$ cat src/rtl/afu_pkg.sv
package afu_pkg;

  localparam int FL_C  = 0;
  localparam int FL_N  = 1;
  localparam int FL_PV = 2;
  localparam int FL_F3 = 3;
  localparam int FL_H  = 4;
  localparam int FL_F5 = 5;
  localparam int FL_Z  = 6;
  localparam int FL_S  = 7;

  typedef enum logic [3:0] {
    OP_RLC  = 4'd0,
    OP_RRC  = 4'd1,
    OP_RL   = 4'd2,
    OP_RR   = 4'd3,
    OP_CPL  = 4'd4,
    OP_SCF  = 4'd5,
    OP_CCF  = 4'd6,
    OP_DAA  = 4'd7,
    OP_ADDW = 4'd8
  } afu_op_e;

  typedef enum logic [1:0] {ACC_KEEP, ACC_ROT, ACC_CPL, ACC_DAA} acc_src_e;
  typedef enum logic [2:0] {C_KEEP, C_SHIFT, C_ONE, C_INV, C_DAA, C_WIDE} c_src_e;
  typedef enum logic [2:0] {H_KEEP, H_ZERO, H_ONE, H_OLDC, H_DAA, H_WIDE} h_src_e;
  typedef enum logic [1:0] {N_KEEP, N_ZERO, N_ONE} n_src_e;
  typedef enum logic [1:0] {XY_KEEP, XY_ACC, XY_WIDE} xy_src_e;

  typedef struct packed {
    acc_src_e accSrc;
    logic     rotRight;
    logic     rotThru;
    c_src_e   cSrc;
    h_src_e   hSrc;
    n_src_e   nSrc;
    xy_src_e  xySrc;
    logic     szpWrite;
  } afu_strobe_t;

endpackage

$ cat src/rtl/afu_ctrl.sv
module afu_ctrl
  import afu_pkg::*;
(
  input  logic [3:0]  opSel,
  output afu_strobe_t strb
);

  always_comb begin
    strb = '{accSrc: ACC_KEEP, rotRight: 1'b0, rotThru: 1'b0, cSrc: C_KEEP,
             hSrc: H_KEEP, nSrc: N_KEEP, xySrc: XY_KEEP, szpWrite: 1'b0};
    case (opSel)
      OP_RLC, OP_RRC, OP_RL, OP_RR: begin
        strb.accSrc   = ACC_ROT;
        strb.rotRight = opSel[0];
        strb.rotThru  = opSel[1];
        strb.cSrc     = C_SHIFT;
        strb.hSrc     = H_ZERO;
        strb.nSrc     = N_ZERO;
        strb.xySrc    = XY_ACC;
      end
      OP_CPL: begin
        strb.accSrc = ACC_CPL;
        strb.hSrc   = H_ONE;
        strb.nSrc   = N_ONE;
        strb.xySrc  = XY_ACC;
      end
      OP_SCF: begin
        strb.cSrc  = C_ONE;
        strb.hSrc  = H_ZERO;
        strb.nSrc  = N_ZERO;
        strb.xySrc = XY_ACC;
      end
      OP_CCF: begin
        strb.cSrc  = C_INV;
        strb.hSrc  = H_OLDC;
        strb.nSrc  = N_ZERO;
        strb.xySrc = XY_ACC;
      end
      OP_DAA: begin
        strb.accSrc   = ACC_DAA;
        strb.cSrc     = C_DAA;
        strb.hSrc     = H_DAA;
        strb.xySrc    = XY_ACC;
        strb.szpWrite = 1'b1;
      end
      OP_ADDW: begin
        strb.cSrc  = C_WIDE;
        strb.hSrc  = H_WIDE;
        strb.nSrc  = N_ZERO;
        strb.xySrc = XY_WIDE;
      end
      default: ;
    endcase
  end

endmodule

$ cat src/rtl/afu_dpath.sv
module afu_dpath
  import afu_pkg::*;
#(
  parameter int WORD_W = 16
) (
  input  afu_strobe_t       strb,
  input  logic [7:0]        accIn,
  input  logic [7:0]        flagsIn,
  input  logic [WORD_W-1:0] opA,
  input  logic [WORD_W-1:0] opB,
  output logic [7:0]        accOut,
  output logic [7:0]        flagsOut,
  output logic [WORD_W-1:0] sumOut
);

  localparam int HC_BIT = WORD_W - 5;
  localparam int F5_BIT = WORD_W - 3;
  localparam int F3_BIT = WORD_W - 5;

  logic [WORD_W:0] wideFull;
  logic [HC_BIT+1:0] wideLow;
  logic wideC, wideH;

  assign wideFull = {1'b0, opA} + {1'b0, opB};
  assign wideLow  = {1'b0, opA[HC_BIT:0]} + {1'b0, opB[HC_BIT:0]};
  assign wideC    = wideFull[WORD_W];
  assign wideH    = wideLow[HC_BIT+1];
  assign sumOut   = wideFull[WORD_W-1:0];

  logic oldC, oldH;
  assign oldC = flagsIn[FL_C];
  assign oldH = flagsIn[FL_H];

  logic [7:0] rotRes;
  logic rotOut, rotIn;

  always_comb begin
    if (strb.rotRight) begin
      rotOut = accIn[0];
      rotIn  = strb.rotThru ? oldC : accIn[0];
      rotRes = {rotIn, accIn[7:1]};
    end else begin
      rotOut = accIn[7];
      rotIn  = strb.rotThru ? oldC : accIn[7];
      rotRes = {accIn[6:0], rotIn};
    end
  end

  logic lowBig, lowFix, highFix;
  logic [7:0] daaCorr, daaRes;

  assign lowBig  = accIn[3:0] > 4'd9;
  assign lowFix  = lowBig | oldH;
  assign highFix = (accIn > 8'h99) | oldC;
  assign daaCorr = {1'b0, highFix, highFix, 1'b0, 1'b0, lowFix, lowFix, 1'b0};
  assign daaRes  = accIn + daaCorr;

  logic [7:0] newAcc;

  always_comb begin
    case (strb.accSrc)
      ACC_ROT: newAcc = rotRes;
      ACC_CPL: newAcc = ~accIn;
      ACC_DAA: newAcc = daaRes;
      default: newAcc = accIn;
    endcase
  end

  assign accOut = newAcc;

  always_comb begin
    flagsOut = flagsIn;
    case (strb.cSrc)
      C_SHIFT: flagsOut[FL_C] = rotOut;
      C_ONE:   flagsOut[FL_C] = 1'b1;
      C_INV:   flagsOut[FL_C] = ~oldC;
      C_DAA:   flagsOut[FL_C] = highFix;
      C_WIDE:  flagsOut[FL_C] = wideC;
      default: ;
    endcase
    case (strb.hSrc)
      H_ZERO:  flagsOut[FL_H] = 1'b0;
      H_ONE:   flagsOut[FL_H] = 1'b1;
      H_OLDC:  flagsOut[FL_H] = oldC;
      H_DAA:   flagsOut[FL_H] = lowBig;
      H_WIDE:  flagsOut[FL_H] = wideH;
      default: ;
    endcase
    case (strb.nSrc)
      N_ZERO:  flagsOut[FL_N] = 1'b0;
      N_ONE:   flagsOut[FL_N] = 1'b1;
      default: ;
    endcase
    case (strb.xySrc)
      XY_ACC: begin
        flagsOut[FL_F5] = newAcc[5];
        flagsOut[FL_F3] = newAcc[3];
      end
      XY_WIDE: begin
        flagsOut[FL_F5] = wideFull[F5_BIT];
        flagsOut[FL_F3] = wideFull[F3_BIT];
      end
      default: ;
    endcase
    if (strb.szpWrite) begin
      flagsOut[FL_S]  = newAcc[7];
      flagsOut[FL_Z]  = (newAcc == 8'h00);
      flagsOut[FL_PV] = ~^newAcc;
    end
  end

endmodule

$ cat src/rtl/acc_flag_unit.sv
module acc_flag_unit
  import afu_pkg::*;
#(
  parameter int WORD_W = 16
) (
  input  logic [3:0]        opSel,
  input  logic [7:0]        accIn,
  input  logic [7:0]        flagsIn,
  input  logic [WORD_W-1:0] opA,
  input  logic [WORD_W-1:0] opB,
  output logic [7:0]        accOut,
  output logic [7:0]        flagsOut,
  output logic [WORD_W-1:0] sumOut
);

  afu_strobe_t strb;

  afu_ctrl i_ctrl (
    .opSel(opSel),
    .strb (strb)
  );

  afu_dpath #(.WORD_W(WORD_W)) i_dpath (
    .strb    (strb),
    .accIn   (accIn),
    .flagsIn (flagsIn),
    .opA     (opA),
    .opB     (opB),
    .accOut  (accOut),
    .flagsOut(flagsOut),
    .sumOut  (sumOut)
  );

endmodule

$ cat config.mk
export PLATFORM = sky130hd
export DESIGN_NAME = acc_flag_unit
export DESIGN_NICKNAME = d
export VERILOG_FILES = /design/src/rtl/afu_pkg.sv /design/src/rtl/afu_ctrl.sv /design/src/rtl/afu_dpath.sv /design/src/rtl/acc_flag_unit.sv
export SDC_FILE = /design/constraint.sdc
export NUM_CORES = 1
export LEC_CHECK = 0
export BUFFER_PORTS_ARGS = -buffer_cell sky130_fd_sc_hd__buf_2
export CELL_PAD_IN_SITES_DETAIL_PLACEMENT = 1
export CELL_PAD_IN_SITES_GLOBAL_PLACEMENT = 1
export CORE_MARGIN = 8
export CORE_UTILIZATION = 25
export DETAILED_ROUTE_END_ITERATION = 12
export PLACE_DENSITY_LB_ADDON = 0.12
export SYNTH_ARGS = -nofsm -noshare
export SYNTH_HDL_FRONTEND = slang
export SYNTH_SLANG_ARGS = --single-unit
export TNS_END_PERCENT = 50
$ cat constraint.sdc
create_clock -name vclk -period 5
set_input_delay 1 -clock vclk [all_inputs]
set_output_delay 1 -clock vclk [all_outputs]
set_load 0.01 [all_outputs]
==> summary.md <==
The tools report the total length of routed met3 wires as 385 µm. The via count of the routed design was 2336; the overflow left after global routing was 0. The layout has 0 clock buffers. During synthesis, Yosys emitted a total of 0 warnings.

Setup repair after global routing left no endpoint under its margin. Across the VDD grid, the largest voltage drop is 0.0424 mV. In this run the core area contains 31 standard-cell rows.

On the critical path, the stage with the largest delay is an instance of fa_1. Post-synthesis sequential area ratio: 0. Summed over all instances, the cell type with the most area after synthesis is ha_1. 84 I/O pins were placed.

The number of different library cells used by synthesis comes to 53. The buffer and inverter count on the worst path is 2, and the final-report hold violation count is 0. In the final layout, flip-flops and latches occupy 0 µm². The worst path needs 4.69 ns of the cycle, external delays included. Setup slack closes at 0.315 ns. Once layout is complete, the cells apart from fillers number 454. For the detailed-routed wire length on met2, the log shows 3.62 mm.

Synthesis-to-finish area growth: 31.4%. In the routed layout, each cell is associated on average with a via count of 5.15. In the layout the commonest cells are 84 x buf_2, 35 x nand2_1, 27 x ha_1, 23 x a21oi_1, 22 x o21ai_0. The tools report the detailed-route wire length on metal 1 as 3.08 mm. The highest metal layer carrying signal wires in the routed design is met4. The library cell used most frequently in the layout, excluding fill and tap cells, is buf_2.

The cell area that synthesis handed to floorplanning was 1820 µm². Sorting the synthesized cells by area gives the leading types as ha_1 19%, nand2_1 7.2%, a21oi_1 6.6%. The die is 101 µm wide. The area enclosed by the die boundary is 10300 µm².

Buffers placed on the I/O ports in this run total 84. Synthesis produced 275 cells. The flow ran to the end, and the final reports show no timing, DRC or antenna violations. The worst slew slack as a fraction of its limit was 0.614.

The half-perimeter wire length after placement was 6.10 mm; the maximum fanout along the worst path was 3. Derived from the worst setup path, the maximum achievable clock frequency is 213 MHz. Dividing the detail-routed wire length by the instance count gives 15.6 µm. The area taken by multi-input logic gates was 1720 µm²; the global placement routability congestion was 0.830.

The final layout contains a sequential cell count of 0. After detailed placement, the design holds a cell count of 454. The final count of negative-setup-slack endpoints is 0, and the number of setup buffers added after CTS is 0.

The power per cell area works out to 128 nW/µm². The first global-routing pass estimated 11.6 mm of wire. The area share of the leading cell type in the synthesized netlist was 0.185; the DRC violation count after routing was 0.

The maximum number of pins on one net before global-route repair was 25. In this run the static leakage power is 1.16 nW. Summing internal, switching and leakage power gives 307 µW. The fraction of layout instances using a drive strength above 1 was 0.304; the post-layout net count was 438.

Gate family responsible for the most delay along the worst path: adder cells. Prior to clock tree synthesis, the placed netlist has a worst setup slack of -0.0241 ns. The hold slack is 2.29 ns.

The path class of the tightest hold or removal check is in2out. For the total nets after synthesis, the log shows 356. The element type at the critical path end was a primary output.

The tools report the reported max-cap violation count as 0. The data required time of the worst path came out at 4.00 ns. The logs give 0.134 for the overall fraction of global-route tracks in use and 0 for the number of antenna violations at the first check in global routing. The logs give 2391 for the number of global-route vias before repair and 3.69 ns for the endpoint arrival time on the critical path.

The tools report the initial core utilization as 0.254. The critical path goes through buf_2 > o21ai_2 > nand2b_1 > ha_1 > fa_1 > a41o_1 > a21oi_2 > nor2_1 > nor2_1 > nor2_1 > nor3_1 > ha_1 > xnor2_1 > xnor2_1 > o21ai_0 > buf_2. The dominant cell type by count on the critical path was nor2_1. The height of the chip was 101 µm. For the overall routed net length, the log shows 7.10 mm.

The remaining number of nets flagged by the antenna check after routing is 0, and the fill cell total of the finished layout is 950. At the pin with the least slew margin, the transition time is 0.577 ns. The count of pins over their slew limit is 0. The kind of launch point of the worst setup path is a primary input.

The detailed router finished its first iteration with 63 violations. The core region is 7180 µm². The run gives 0 as the number of antenna diodes.

The maximum cell stage delay along the critical path was 0.41 ns; the synthesized area per cell was 6.63 µm². Number of detailed-routing iterations run before antenna repair: 4. The classification of the worst setup path is in2out. The part of the cycle the worst path needs works out to 0.937.
==> cells in the mapped netlist (all sizes together) (2+ instances only) <==
library cell / n
nand2: 35
ha: 27
a21oi: 25
o21ai: 24
nor2: 21
inv: 14
xnor2: 12
nand3: 11
nor2b: 9
clkbuf: 7
nor3: 7
buf: 6
mux2i: 6
nand2b: 6
a211oi: 5
nand4: 4
o211ai: 4
o21a: 4
xor2: 4
a21o: 3
a31oi: 3
and3: 3
mux2: 3
a22oi: 2
a41o: 2
and4: 2
clkinv: 2
fa: 2
nor4: 2
o2111ai: 2
or2: 2
==> kinds of logic after synthesis <==
family | Yosys count | share of synthesized area
simple gates | 105 | 0.280
compound gates | 87 | 0.322
fa+ha+maj | 29 | 0.207
buf+inv | 29 | 0.0625
xor+xnor | 16 | 0.0769
mux | 9 | 0.0515
==> cell type report <==
class | count | share of cell area
repair buffers | 93 | 0.204
inverters | 16 | 0.0251
multi-input cells | 246 | 0.719
well taps | 99 | 0.0517
==> layer usage <==
layer / up-vias / track usage
met1: 1109 / 0.166
li1: 1173 / -
met4: 0 / 0.00687
met3: 2 / 0.0186
met5: - / 0
met2: 52 / 0.249
==> through the flow <==
stage                     area, µm²   util  TNS [ns]
after floorplan                1820      -         0
after global placement         2380  0.332         0
after detailed placement       2380  0.332   -0.0241
after CTS                      2380  0.332         0
after global routing           2390  0.334         0
final                          2390  0.334         0
==> worst paths after layout <==
path | cells past startpoint | end | start | slack, ns
worst max-delay path | 16 | flagsOut[2] | accIn[2] | 0.31
worst min-delay path | 4 | flagsOut[2] | flagsIn[2] | 2.29
==> report_power, final <==
group / internal [mW] / leakage [nW] / total [mW] / switching (mW)
clock network: 0 / 0 / 0 / 0
registers: 0 / 0 / 0 / 0
logic: 0.137 / 1.16 / 0.307 / 0.170
total: 0.137 / 1.16 / 0.307 / 0.170
==> repair_timing <==
action | 4_1_cts | 5_1_grt
hold buffers | 0 | 0
setup endpoints to repair | 1 | 1
gates cloned | 0 | 0
gates resized for setup | 1 | 3
(Power assumes the default switching activity.)
